`src/rtl/sram_lane_pkg.sv`:
```
package sram_lane_pkg;

   typedef enum logic [2:0] {
      ST_IDLE  = 3'd0,
      ST_RD    = 3'd1,
      ST_TURN  = 3'd2,
      ST_WSET  = 3'd3,
      ST_WPUL  = 3'd4,
      ST_WHOLD = 3'd5
   } seq_state_t;

   function automatic int max2(input int a, input int b);
      return (a > b) ? a : b;
   endfunction

endpackage

```
`src/rtl/sram_lane_seq.sv`:
```
module sram_lane_seq
   import sram_lane_pkg::*;
#(
   parameter int RD_WAIT   = 2,
   parameter int TURN_IDLE = 1,
   parameter int WR_SETUP  = 1,
   parameter int WR_PULSE  = 2
) (
   input  logic clk,
   input  logic rst_n,
   input  logic req_valid,
   input  logic req_write,
   output logic ready,
   output logic take,
   output logic cap_fire,
   output logic ce,
   output logic oe_n,
   output logic we_n,
   output logic drv_en,
   output logic sel_on
);

   localparam int LONGEST = max2(max2(RD_WAIT, TURN_IDLE), max2(WR_SETUP, WR_PULSE));
   localparam int CW      = $clog2(LONGEST + 1);

   localparam logic [CW-1:0] RD_LOAD   = CW'(RD_WAIT - 1);
   localparam logic [CW-1:0] TURN_LOAD = CW'(TURN_IDLE - 1);
   localparam logic [CW-1:0] SET_LOAD  = CW'(WR_SETUP - 1);
   localparam logic [CW-1:0] PUL_LOAD  = CW'(WR_PULSE - 1);

   if (RD_WAIT < 1) begin : g_bad_rd
      $error("RD_WAIT must be at least 1");
   end
   if (TURN_IDLE < 1) begin : g_bad_turn
      $error("TURN_IDLE must be at least 1");
   end
   if (WR_SETUP < 1) begin : g_bad_set
      $error("WR_SETUP must be at least 1");
   end
   if (WR_PULSE < 2) begin : g_bad_pul
      $error("WR_PULSE must be at least 2");
   end

   seq_state_t    state_q;
   logic [CW-1:0] cnt_q;
   logic          cnt_zero;

   assign cnt_zero = (cnt_q == '0);
   assign ready    = (state_q == ST_IDLE);
   assign take     = ready & req_valid;
   assign cap_fire = (state_q == ST_RD) & cnt_zero;

   always_ff @(posedge clk or negedge rst_n) begin
      if (!rst_n) begin
         state_q <= ST_IDLE;
         cnt_q   <= '0;
         ce      <= 1'b0;
         oe_n    <= 1'b1;
         we_n    <= 1'b1;
         drv_en  <= 1'b0;
         sel_on  <= 1'b0;
      end else begin
         unique case (state_q)
            ST_IDLE: begin
               if (take) begin
                  ce     <= 1'b1;
                  sel_on <= 1'b1;
                  if (req_write) begin
                     state_q <= ST_WSET;
                     cnt_q   <= SET_LOAD;
                  end else begin
                     state_q <= ST_RD;
                     cnt_q   <= RD_LOAD;
                     oe_n    <= 1'b0;
                  end
               end
            end
            ST_RD: begin
               if (cnt_zero) begin
                  state_q <= ST_TURN;
                  cnt_q   <= TURN_LOAD;
                  oe_n    <= 1'b1;
                  ce      <= 1'b0;
                  sel_on  <= 1'b0;
               end else begin
                  cnt_q <= cnt_q - 1'b1;
               end
            end
            ST_TURN: begin
               if (cnt_zero) state_q <= ST_IDLE;
               else          cnt_q   <= cnt_q - 1'b1;
            end
            ST_WSET: begin
               if (cnt_zero) begin
                  state_q <= ST_WPUL;
                  cnt_q   <= PUL_LOAD;
                  we_n    <= 1'b0;
                  drv_en  <= 1'b1;
               end else begin
                  cnt_q <= cnt_q - 1'b1;
               end
            end
            ST_WPUL: begin
               if (cnt_zero) begin
                  state_q <= ST_WHOLD;
                  we_n    <= 1'b1;
               end else begin
                  cnt_q <= cnt_q - 1'b1;
               end
            end
            ST_WHOLD: begin
               state_q <= ST_IDLE;
               drv_en  <= 1'b0;
               ce      <= 1'b0;
               sel_on  <= 1'b0;
            end
            default: state_q <= ST_IDLE;
         endcase
      end
   end


   oe_we_excl_chk: assert property (@(posedge clk) disable iff (!rst_n)
      !(!oe_n && !we_n));


   we_needs_ce_chk: assert property (@(posedge clk) disable iff (!rst_n)
      !we_n |-> ce);


   drv_hold_chk: assert property (@(posedge clk) disable iff (!rst_n)
      $rose(we_n) |-> drv_en);


   drv_off_after_hold_chk: assert property (@(posedge clk) disable iff (!rst_n)
      (drv_en && we_n && $past(we_n)) |=> !drv_en);


   drv_not_reading_chk: assert property (@(posedge clk) disable iff (!rst_n)
      drv_en |-> oe_n);


   idle_quiet_chk: assert property (@(posedge clk) disable iff (!rst_n)
      ready |-> (!ce && oe_n && we_n && !drv_en && !sel_on));

endmodule

```
`src/rtl/sram_lane_path.sv`:
```
module sram_lane_path #(
   parameter int AW = 15,
   parameter int DW = 16,
   parameter int NL = DW / 8
) (
   input  logic          clk,
   input  logic          rst_n,
   input  logic          take,
   input  logic          sel_on,
   input  logic          ce,
   input  logic [AW-1:0] req_addr,
   input  logic [DW-1:0] req_wdata,
   input  logic [NL-1:0] req_lanes,
   output logic [AW-1:0] mem_addr,
   output logic [NL-1:0] mem_bsel_n,
   output logic [DW-1:0] wdata_o,
   output logic [NL-1:0] lanes_o
);

   logic [AW-1:0] addr_q;
   logic [DW-1:0] wdata_q;
   logic [NL-1:0] lanes_q;

   always_ff @(posedge clk or negedge rst_n) begin
      if (!rst_n) begin
         addr_q  <= '0;
         wdata_q <= '0;
         lanes_q <= '0;
      end else if (take) begin
         addr_q  <= req_addr;
         wdata_q <= req_wdata;
         lanes_q <= req_lanes;
      end
   end

   assign mem_addr   = addr_q;
   assign mem_bsel_n = sel_on ? ~lanes_q : '1;
   assign wdata_o    = wdata_q;
   assign lanes_o    = lanes_q;


   addr_stable_chk: assert property (@(posedge clk) disable iff (!rst_n)
      (ce && $past(ce)) |-> $stable(mem_addr));

endmodule

```
`src/rtl/sram_lane_capture.sv`:
```
module sram_lane_capture #(
   parameter int DW = 16,
   parameter int NL = DW / 8
) (
   input  logic          clk,
   input  logic          rst_n,
   input  logic          cap_fire,
   input  logic [NL-1:0] lanes,
   input  logic [DW-1:0] dq_i,
   output logic          rsp_valid,
   output logic [DW-1:0] rsp_rdata
);

   logic [7:0] lane_q [NL];

   for (genvar i = 0; i < NL; i++) begin : g_lane
      always_ff @(posedge clk or negedge rst_n) begin
         if (!rst_n)        lane_q[i] <= '0;
         else if (cap_fire) lane_q[i] <= lanes[i] ? dq_i[i*8 +: 8] : 8'h00;
      end
      assign rsp_rdata[i*8 +: 8] = lane_q[i];


      off_lane_zero_chk: assert property (@(posedge clk) disable iff (!rst_n)
         (rsp_valid && !lanes[i]) |-> (rsp_rdata[i*8 +: 8] == 8'h00));
   end

   always_ff @(posedge clk or negedge rst_n) begin
      if (!rst_n) rsp_valid <= 1'b0;
      else        rsp_valid <= cap_fire;
   end


   rsp_pulse_chk: assert property (@(posedge clk) disable iff (!rst_n)
      rsp_valid |=> !rsp_valid);

endmodule

```
`src/rtl/sram_lane_ctrl.sv`:
```
module sram_lane_ctrl #(
   parameter int AW        = 15,
   parameter int DW        = 16,
   parameter int RD_WAIT   = 2,
   parameter int TURN_IDLE = 1,
   parameter int WR_SETUP  = 1,
   parameter int WR_PULSE  = 2
) (
   input  logic                clk,
   input  logic                rst_n,
   input  logic                req_valid,
   output logic                req_ready,
   input  logic                req_write,
   input  logic [AW-1:0]       req_addr,
   input  logic [DW-1:0]       req_wdata,
   input  logic [DW/8-1:0]     req_lanes,
   output logic                rsp_valid,
   output logic [DW-1:0]       rsp_rdata,
   output logic [AW-1:0]       mem_addr,
   output logic                mem_ce,
   output logic                mem_oe_n,
   output logic                mem_we_n,
   output logic [DW/8-1:0]     mem_bsel_n,
   output logic [DW-1:0]       mem_dq_o,
   input  logic [DW-1:0]       mem_dq_i,
   output logic                mem_dq_oe
);

   localparam int NL = DW / 8;

   if (DW % 8 != 0 || DW < 8) begin : g_bad_dw
      $error("DW must be a non-zero multiple of 8");
   end
   if (AW < 1) begin : g_bad_aw
      $error("AW must be at least 1");
   end

   logic          take;
   logic          cap_fire;
   logic          sel_on;
   logic [NL-1:0] lanes_q;

   sram_lane_seq #(
      .RD_WAIT  (RD_WAIT),
      .TURN_IDLE(TURN_IDLE),
      .WR_SETUP (WR_SETUP),
      .WR_PULSE (WR_PULSE)
   ) u_seq (
      .clk      (clk),
      .rst_n    (rst_n),
      .req_valid(req_valid),
      .req_write(req_write),
      .ready    (req_ready),
      .take     (take),
      .cap_fire (cap_fire),
      .ce       (mem_ce),
      .oe_n     (mem_oe_n),
      .we_n     (mem_we_n),
      .drv_en   (mem_dq_oe),
      .sel_on   (sel_on)
   );

   sram_lane_path #(
      .AW(AW),
      .DW(DW),
      .NL(NL)
   ) u_path (
      .clk       (clk),
      .rst_n     (rst_n),
      .take      (take),
      .sel_on    (sel_on),
      .ce        (mem_ce),
      .req_addr  (req_addr),
      .req_wdata (req_wdata),
      .req_lanes (req_lanes),
      .mem_addr  (mem_addr),
      .mem_bsel_n(mem_bsel_n),
      .wdata_o   (mem_dq_o),
      .lanes_o   (lanes_q)
   );

   sram_lane_capture #(
      .DW(DW),
      .NL(NL)
   ) u_cap (
      .clk      (clk),
      .rst_n    (rst_n),
      .cap_fire (cap_fire),
      .lanes    (lanes_q),
      .dq_i     (mem_dq_i),
      .rsp_valid(rsp_valid),
      .rsp_rdata(rsp_rdata)
   );


   take_only_ready_chk: assert property (@(posedge clk) disable iff (!rst_n)
      (req_ready && req_valid) |=> !req_ready);

endmodule

```
`config.mk`:
```
export PLATFORM = sky130hd
export DESIGN_NAME = sram_lane_ctrl
export DESIGN_NICKNAME = d
export VERILOG_FILES = /design/src/rtl/sram_lane_pkg.sv /design/src/rtl/sram_lane_seq.sv /design/src/rtl/sram_lane_path.sv /design/src/rtl/sram_lane_capture.sv /design/src/rtl/sram_lane_ctrl.sv
export SDC_FILE = /design/constraint.sdc
export NUM_CORES = 1
export LEC_CHECK = 0
export ABC_AREA = 1
export ABC_CLOCK_PERIOD_IN_PS = 1400
export BUFFER_PORTS_ARGS = -buffer_cell sky130_fd_sc_hd__buf_2
export CORE_ASPECT_RATIO = 1.75
export CORE_UTILIZATION = 35
export CTS_BUF_LIST = sky130_fd_sc_hd__clkbuf_8
export CTS_CLUSTER_DIAMETER = 40
export DETAILED_ROUTE_END_ITERATION = 12
export GPL_ROUTABILITY_DRIVEN = 0
export PLACE_DENSITY = 0.64
export REMOVE_ABC_BUFFERS = 1
export SLEW_MARGIN = 20
export SYNTH_ARGS = -nofsm -noshare
export SYNTH_HDL_FRONTEND = slang
export SYNTH_SLANG_ARGS = --single-unit
```
`constraint.sdc`:
```
create_clock -name clk -period 1.4 [get_ports clk]
set_input_delay 0.14 -clock clk [delete_from_list [all_inputs] [get_ports clk]]
set_output_delay 0.14 -clock clk [all_outputs]
set_load 0.01 [all_outputs]
```
==> tab_implementation.tex, run 1 <==
\begin{tabular}{lr}
\hline
Metric & Value \\
\hline
\multicolumn{2}{l}{\textbf{Clock network}} \\
\quad Clock tree from TritonCTS & built \\
\quad Maximum count of clock buffers along a single path & 2 \\
\quad Clock input transition at the sequential cells of the worst setup and hold paths & 0.06 ns \\
\quad H-tree depth & 3 \\
\quad Number of buffers created by CTS & 9 \\
\quad Clk\_lat worst skew & 0.32 ns \\
\quad Root Buffer Master & sky130\_fd\_sc\_hd\_\_clkbuf\_8 \\
\quad Clock tree sinks & 59 \\
\multicolumn{2}{l}{\textbf{Timing}} \\
\quad Post-layout minimum cycle time & 1.417 ns \\
\quad Minimum setup slack in the final design & -0.01718 ns \\
\quad Total of endpoints with negative setup slack in the final report & 6 \\
\quad Final number of max-transition violations & 0 \\
\quad Final period utilization & 1.012 \\
\quad Setup repair after global routing missed its margin & true \\
\quad Pin slew with the least headroom to its limit & 0.4082 ns \\
\quad Final count of hold timing violations & 0 \\
\quad Max\_slew headroom & 0.7279 \\
\quad Achievable Freq & 705.6 MHz \\
\quad Largest clock skew in the final design & 0.006508 ns \\
\multicolumn{2}{l}{\textbf{Run status}} \\
\quad Failing checks & setup timing \\
\quad Run status & complete, but fails checks \\
\multicolumn{2}{l}{\textbf{Placement}} \\
\quad Post-placement cell count & 473 \\
\quad Input/output buffers & 107 \\
\quad Worst slack at placement & -0.03613 ns \\
\quad HPWL Detailed & 4.144 mm \\
\multicolumn{2}{l}{\textbf{Pwr}} \\
\quad Reported leakage power & 2.040 nW \\
\quad Worst vdd rail ir drop & 1.039 mV \\
\quad Power density cells & 2345 nW/um\^{}2 \\
\multicolumn{2}{l}{\textbf{Floorplanning}} \\
\quad Number of core rows & 40 \\
\quad Total Die Area & 7399 um\^{}2 \\
\quad Standard cell core area & 6857 um\^{}2 \\
\quad Effective utilization at floorplan & 0.3597 \\
\quad Total I/O pin count & 108 \\
\quad Die extent in x & 65.46 um \\
\quad Die extent in y & 113.0 um \\
\multicolumn{2}{l}{\textbf{Worst setup path}} \\
\quad Category of the worst setup path launch point & flip-flop \\
\quad Critical-path maximum fanout & 8 \\
\quad Signal arrival time at the worst endpoint & 1.68 ns \\
\quad Kind of end point of the critical path & flip-flop \\
\quad Type of the setup path with the least slack & flip-flop to flip-flop \\
\quad Required time reported for the critical path endpoint & 1.66 ns \\
\multicolumn{2}{l}{\textbf{Routing}} \\
\quad DR vias/cell & 4.558 \\
\quad Number of design rule violations left after detail routing & 0 \\
\quad Per-cell routed wire length & 12.56 um \\
\quad DR pass1 iterations & 6 \\
\quad Via count of the routed design & 2,270 \\
\quad Total wirelength of the detailed-routed design & 6.255 mm \\
\quad Number of DRC markers in iteration 0 & 86 \\
\quad Antenna-violating nets left & 0 \\
\multicolumn{2}{l}{\textbf{Yosys}} \\
\quad Async set-or-reset flop fraction in the synthesized netlist & 1.000 \\
\quad Number of warnings issued by yosys & 0 \\
\quad Yosys top cell area share & 0.5784 \\
\quad Count of flip-flops with a built-in enable after synthesis & 0 \\
\quad Fraction of the yosys area taken by sequential cells & 0.5997 \\
\quad Flip-flop and latch count after synthesis & 59 \\
\quad Number of unique standard cell types used by synthesis & 22 \\
\quad Dominant cells by area after synthesis & sky130\_fd\_sc\_hd\_\_dfrtp\_1 58\%, sky130\_fd\_sc\_hd\_\_nand2\_1 23\%, sky130\_fd\_sc\_hd\_\_nand3\_1 4.3\% \\
\quad Top flip-flop cell by instance count after synthesis & sky130\_fd\_sc\_hd\_\_dfrtp\_1 \\
\quad Largest area contributor in the netlist & sky130\_fd\_sc\_hd\_\_dfrtp\_1 \\
\quad Mean instance size in the synthesized netlist & 8.776 um\^{}2 \\
\quad Cell count after synthesis & 281 \\
\quad Cell area after synthesis & 2466 um\^{}2 \\
\multicolumn{2}{l}{\textbf{GRT}} \\
\quad Antenna violations before repair & 0 \\
\quad Global-route wire length before repair & 9.135 mm \\
\quad Global-route usage over all layers & 0.1627 \\
\quad Via count of the first global-routing pass & 2,075 \\
\quad Maximum number of pins on one net before global-route repair & 49 \\
\quad Aggregate global routing overflow & 0 \\
\multicolumn{2}{l}{\textbf{Hold path}} \\
\quad Path category of the worst min-delay check & input port to flip-flop \\
\multicolumn{2}{l}{\textbf{Layout}} \\
\quad Area Overhead vs Synth & 42.36\% \\
\quad Commonest non-fill, non-tap cells in the layout & 152 x sky130\_fd\_sc\_hd\_\_nand2\_1, 107 x sky130\_fd\_sc\_hd\_\_buf\_2, 56 x sky130\_fd\_sc\_hd\_\_dfrtp\_1 \\
\quad Diode insertion count for antenna repair & 0 \\
\quad Fin cells & 498 \\
\quad Share of layout cells above drive strength 1 & 0.4058 \\
\quad Layout Nets & 467 \\
\quad Most common cell after layout, fill and taps aside & sky130\_fd\_sc\_hd\_\_nand2\_1 \\
\multicolumn{2}{l}{\textbf{Run}} \\
\quad Reported max-cap violation count & 0 \\
\hline
\end{tabular}
[synth_stat cells, types with 2 or more instances]
cell type                 number
sky130_fd_sc_hd__buf_6         4
sky130_fd_sc_hd__inv_1         6
sky130_fd_sc_hd__buf_2         6
sky130_fd_sc_hd__inv_2         7
sky130_fd_sc_hd__dfstp_2       2
sky130_fd_sc_hd__dfrtp_1      57
sky130_fd_sc_hd__a21oi_1       2
sky130_fd_sc_hd__o21ai_1       2
sky130_fd_sc_hd__o21ai_0       3
sky130_fd_sc_hd__nand2_1     153
sky130_fd_sc_hd__nor2_1        6
sky130_fd_sc_hd__ha_1          3
sky130_fd_sc_hd__nand3_1      21
[stage by stage]
stage	hold slack [ns]	cell area, um^2	TNS (ns)	total power [W]	util
floorplan	-0.1556	2391	-6.251	0.004828	-
global placement	0.04316	3139	0	0.006255	0.4578
detailed placement	0.05163	3139	-0.03613	0.006321	0.4578
CTS	0.0001890	3367	0	0.007939	0.4911
global route	0.004207	3511	-1.514	0.008868	0.5120
finish	0.01509	3511	-0.05587	0.008233	0.5120
[area by class of cell]
class                   instances  area (um^2)
fillers                       610         3346
flip-flops and latches         59         1480
multi-input cells             198        912.1
repair buffers                128        744.5
clock buffers                  12        165.2
well taps                      84        105.1
inverters                      14        62.56
clock inverters                 2        35.03
repair inverters                1        6.256
[critical path: stages (launching register included)]
cell and delay, ns:
sky130_fd_sc_hd__dfrtp_1 0.39, sky130_fd_sc_hd__inv_2 0.08, sky130_fd_sc_hd__ha_4 0.15, sky130_fd_sc_hd__inv_4 0.04, sky130_fd_sc_hd__nor3_4 0.22, sky130_fd_sc_hd__buf_6 0.17
sky130_fd_sc_hd__clkbuf_16 0.16, sky130_fd_sc_hd__nand3_1 0.07, sky130_fd_sc_hd__nand2_1 0.08
[worst paths after layout]
path	slack, ns	from	to	depth (start not counted)
setup reg to reg	-0.02	u_seq.cnt_q[0]$_DFFE_PN0P_	u_cap.rsp_rdata[9]$_DFFE_PN0P_	8
max in group asynchronous	0.56	rst_n	u_seq.oe_n$_DFFE_PN1P_	3
hold reg to reg	0.46	u_path.wdata_o[1]$_DFFE_PN0P_	u_path.wdata_o[1]$_DFFE_PN0P_	2
setup / recovery	-0.02	u_seq.cnt_q[0]$_DFFE_PN0P_	u_cap.rsp_rdata[9]$_DFFE_PN0P_	8
min in group asynchronous	0.24	rst_n	u_cap.rsp_rdata[0]$_DFFE_PN0P_	2
hold / removal	0.02	req_addr[14]	u_path.mem_addr[14]$_DFFE_PN0P_	3
[where the power goes]
part	switching, W	internal, W
sequential	0.000503	0.00249
clock	0.000607	0.000945
combinational	0.00215	0.00153
total	0.00326	0.00497
[cells by family after synthesis]
family                   after synthesis  share of synthesized area
AND/OR/NAND/NOR                      186                     0.3115
buffers and inverters                 24                    0.05277
AO/OA/AOI/OAI                          9                    0.02080
adder cells (fa/ha/maj)                3                    0.01522
flip-flops                            59                     0.5997
[layer usage]
| metal | track usage | wire length (um) | part of all wire |
|---|---|---|---|
| met5 | 0 | 0 | 0 |
| met4 | 0.1014 | 124 | 0.020 |
| met3 | 0.03831 | 312 | 0.050 |
| met2 | 0.2756 | 3369 | 0.54 |
| met1 | 0.1783 | 2449 | 0.39 |
[state kept, by name (all words and copies together), names as in the netlist, 2 cells and up]
signal,cells
u_seq.state_q,3
u_path.wdata_o,16
u_path.lanes_o,2
u_cap.rsp_rdata,16
u_path.mem_addr,15
u_seq.cnt_q,2
[timing repair]
action,4_1_cts,5_1_grt
gates cloned,0,2
resized for setup,2,17
endpoints found under the hold margin,12,0
hold buffers,2,0
endpoints found under the setup margin,35,22
buffers inserted,0,7
pin swaps,1,10
Note: power is estimated with default switching activity, not from simulation.
==> run 2: changes to the inputs <==
--- a/config.mk
+++ b/config.mk
@@ -14,6 +14,7 @@
 export CTS_CLUSTER_DIAMETER = 40
 export DETAILED_ROUTE_END_ITERATION = 12
 export GPL_ROUTABILITY_DRIVEN = 0
+export GPL_TIMING_DRIVEN = 0
 export PLACE_DENSITY = 0.64
 export REMOVE_ABC_BUFFERS = 1
 export SLEW_MARGIN = 20
==> run 2 against run 1 <==
Design area rose by 7.9%. Largest power group unchanged. Register-to-register slack improved by 0.097 ns. Core utilization rose by 4.1 points. Total power rose by 2.3%. Highest routed layer unchanged. Clock power rose by 12%. Clock-buffer cell count fell by 1. The flow now finishes without violations. Sequential power barely moved. Routed wire length rose by 7.6%.
==> tab_implementation.tex, run 2 (synthesized netlist as in run 1, its figures left out) <==
\begin{tabular}{lr}
\hline
Metric & Value \\
\hline
\multicolumn{2}{l}{\textbf{Run status}} \\
\quad Run status & finished, final reports clean (was complete, but fails checks) \\
\multicolumn{2}{l}{\textbf{Timing}} \\
\quad Final count of hold timing violations & 0 (unchanged) \\
\quad Final period utilization & 0.9637 (was 1.012) \\
\quad Largest clock skew in the final design & 0.007986 ns (was 0.006508 ns) \\
\quad Pin slew with the least headroom to its limit & 0.7282 ns (was 0.4082 ns) \\
\quad Achievable Freq & 741.2 MHz (was 705.6 MHz) \\
\quad Post-layout minimum cycle time & 1.349 ns (was 1.417 ns) \\
\quad Final number of max-transition violations & 0 (unchanged) \\
\quad Max\_slew headroom & 0.5145 (was 0.7279) \\
\quad Total of endpoints with negative setup slack in the final report & 0 (was 6) \\
\multicolumn{2}{l}{\textbf{GRT}} \\
\quad Antenna violations before repair & 0 (unchanged) \\
\quad Maximum number of pins on one net before global-route repair & 60 (was 49) \\
\quad Via count of the first global-routing pass & 2,232 (was 2,075) \\
\quad Global-route wire length before repair & 10.47 mm (was 9.135 mm) \\
\quad Global-route usage over all layers & 0.1929 (was 0.1627) \\
\quad Aggregate global routing overflow & 0 (unchanged) \\
\multicolumn{2}{l}{\textbf{Layout}} \\
\quad Area Overhead vs Synth & 53.68\% (was 42.36\%) \\
\quad Share of layout cells above drive strength 1 & 0.3657 (was 0.4058) \\
\quad Total non-filler cell area in the finished layout & 3790 um\^{}2 (was 3511 um\^{}2) \\
\quad Layout Nets & 494 (was 467) \\
\quad Commonest non-fill, non-tap cells in the layout & 151 x sky130\_fd\_sc\_hd\_\_nand2\_1, 105 x sky130\_fd\_sc\_hd\_\_buf\_2, 54 x sky130\_fd\_sc\_hd\_\_dfrtp\_1 (was 152 x sky130\_fd\_sc\_hd\_\_nand2\_1, 107 x sky130\_fd\_sc\_hd\_\_buf\_2, 56 x sky130\_fd\_sc\_hd\_\_dfrtp\_1) \\
\quad Most common cell after layout, fill and taps aside & sky130\_fd\_sc\_hd\_\_nand2\_1 (unchanged) \\
\quad Fill cell count & 600 (was 610) \\
\quad Diode insertion count for antenna repair & 0 (unchanged) \\
\multicolumn{2}{l}{\textbf{Clock network}} \\
\quad Root Buffer Master & sky130\_fd\_sc\_hd\_\_clkbuf\_8 (unchanged) \\
\quad H-tree depth & 3 (unchanged) \\
\quad Clk\_lat worst skew & 0.34 ns (was 0.32 ns) \\
\quad Clock tree from TritonCTS & built (unchanged) \\
\quad Clock tree sinks & 59 (unchanged) \\
\quad Maximum count of clock buffers along a single path & 2 (unchanged) \\
\quad Number of buffers created by CTS & 9 (unchanged) \\
\quad Clock input transition at the sequential cells of the worst setup and hold paths & 0.07 ns (was 0.06 ns) \\
\multicolumn{2}{l}{\textbf{Pwr}} \\
\quad Reported leakage power & 2.147 nW (was 2.040 nW) \\
\quad Power density cells & 2223 nW/um\^{}2 (was 2345 nW/um\^{}2) \\
\quad Worst vdd rail ir drop & 1.052 mV (was 1.039 mV) \\
\quad Power after layout & 0.008425 W (was 0.008233 W) \\
\multicolumn{2}{l}{\textbf{Routing}} \\
\quad Via count of the routed design & 2,425 (was 2,270) \\
\quad DR pass1 iterations & 5 (was 6) \\
\quad Number of design rule violations left after detail routing & 0 (unchanged) \\
\quad Per-cell routed wire length & 12.77 um (was 12.56 um) \\
\quad Total wirelength of the detailed-routed design & 6.731 mm (was 6.255 mm) \\
\quad Number of DRC markers in iteration 0 & 104 (was 86) \\
\quad Antenna-violating nets left & 0 (unchanged) \\
\quad DR vias/cell & 4.602 (was 4.558) \\
\multicolumn{2}{l}{\textbf{Worst setup path}} \\
\quad Kind of end point of the critical path & primary output (was flip-flop) \\
\quad Category of the worst setup path launch point & flip-flop (unchanged) \\
\quad Critical-path maximum fanout & 5 (was 8) \\
\quad Required time reported for the critical path endpoint & 1.26 ns (was 1.66 ns) \\
\quad Type of the setup path with the least slack & flip-flop to primary output (was flip-flop to flip-flop) \\
\quad Signal arrival time at the worst endpoint & 1.21 ns (was 1.68 ns) \\
\multicolumn{2}{l}{\textbf{Floorplanning}} \\
\quad Die extent in y & 113.0 um (unchanged) \\
\quad Standard cell core area & 6857 um\^{}2 (unchanged) \\
\quad Number of core rows & 40 (unchanged) \\
\quad Effective utilization at floorplan & 0.3597 (unchanged) \\
\quad Total I/O pin count & 108 (unchanged) \\
\quad Total Die Area & 7399 um\^{}2 (unchanged) \\
\quad Die extent in x & 65.46 um (unchanged) \\
\multicolumn{2}{l}{\textbf{Placement}} \\
\quad Area after detailed placement & 3034 um\^{}2 (was 3139 um\^{}2) \\
\quad HPWL Detailed & 3.859 mm (was 4.144 mm) \\
\quad Input/output buffers & 107 (unchanged) \\
\multicolumn{2}{l}{\textbf{Run}} \\
\quad Reported max-cap violation count & 0 (unchanged) \\
\multicolumn{2}{l}{\textbf{Hold path}} \\
\quad Path category of the worst min-delay check & input port to flip-flop (unchanged) \\
\hline
\end{tabular}
-- run 2: path summary, 6_finish.rpt --
kind / startpoint / to / slack, ns / cells past startpoint
min reg2reg: u_path.mem_addr[0]$_DFFE_PN0P_ / u_path.mem_addr[0]$_DFFE_PN0P_ / 0.46 / 2
min in group asynchronous: rst_n / u_cap.rsp_rdata[5]$_DFFE_PN0P_ / 0.41 / 2
max reg2reg: u_seq.state_q[0]$_DFFE_PN0P_ / u_seq.cnt_q[0]$_DFFE_PN0P_ / 0.08 / 9
min: mem_dq_i[3] / u_cap.rsp_rdata[3]$_DFFE_PN0P_ / 0.02 / 3
max: u_seq.state_q[1]$_DFFE_PN0P_ / req_ready / 0.05 / 4
max in group asynchronous: rst_n / u_seq.state_q[0]$_DFFE_PN0P_ / 0.47 / 2
-- run 2: layout make-up --
class,count,area (um^2),share of cell area
Timing Repair Buffer,155,1013,0.2674
Clock inverter,5,76.32,0.02014
Inverter,14,62.56,0.01651
Clock buffer,11,151.4,0.03995
Tap cell,84,105.1,0.02773
Multi-Input combinational cell,199,898.4,0.2370
Sequential cell,59,1483,0.3912
-- run 2: power by group --
group / internal (W) / switching (W) / total (W)
Sequential: 0.00250 / 0.000523 / 0.00302
Combinational: 0.00154 / 0.00213 / 0.00366
Clock: 0.00109 / 0.000652 / 0.00174
-- run 2: through the flow --
stage / setup TNS, ns / setup WS (ns) / std cells / utilization / hold WS, ns
finish: 0 / 0.05078 / 527 / 0.5527 / 0.02062
detailed placement: -26.87 / -0.5834 / 462 / 0.4425 / 0.2612
floorplan: -6.251 / -0.1826 / 271 / - / -0.1556
CTS: -0.002428 / -0.002428 / 524 / 0.5482 / 0.0009985
global placement: -25.23 / -0.5377 / 462 / 0.4422 / 0.3404
global route: -0.004617 / -0.004617 / 527 / 0.5527 / 0.01979
-- run 2: routing by layer --
| layer | track usage | vias to the layer above | routed length (um) |
|---|---|---|---|
| met5 | 0 | - | 0 |
| met4 | 0.1174 | 0 | 251 |
| met3 | 0.05847 | 22 | 403 |
| met2 | 0.3251 | 105 | 3480 |
| met1 | 0.2057 | 1119 | 2596 |
| li1 | - | 1179 | - |
-- run 2: timing repair --
item                                   in CTS  in global routing
hold buffers                               34                  0
gates resized for setup                    10                 10
cloned                                      2                  0
setup endpoints to repair                  53                 54
pin swaps                                   4                  5
buffers inserted                           10                  5
endpoints found under the hold margin      90                  0
-- run 2: critical path, stage by stage (launching register included) --
cell	delay (ns)
sky130_fd_sc_hd__dfrtp_2	0.45
sky130_fd_sc_hd__nor2_4	0.14
sky130_fd_sc_hd__nand2_4	0.11
sky130_fd_sc_hd__inv_2	0.08
sky130_fd_sc_hd__buf_6	0.10
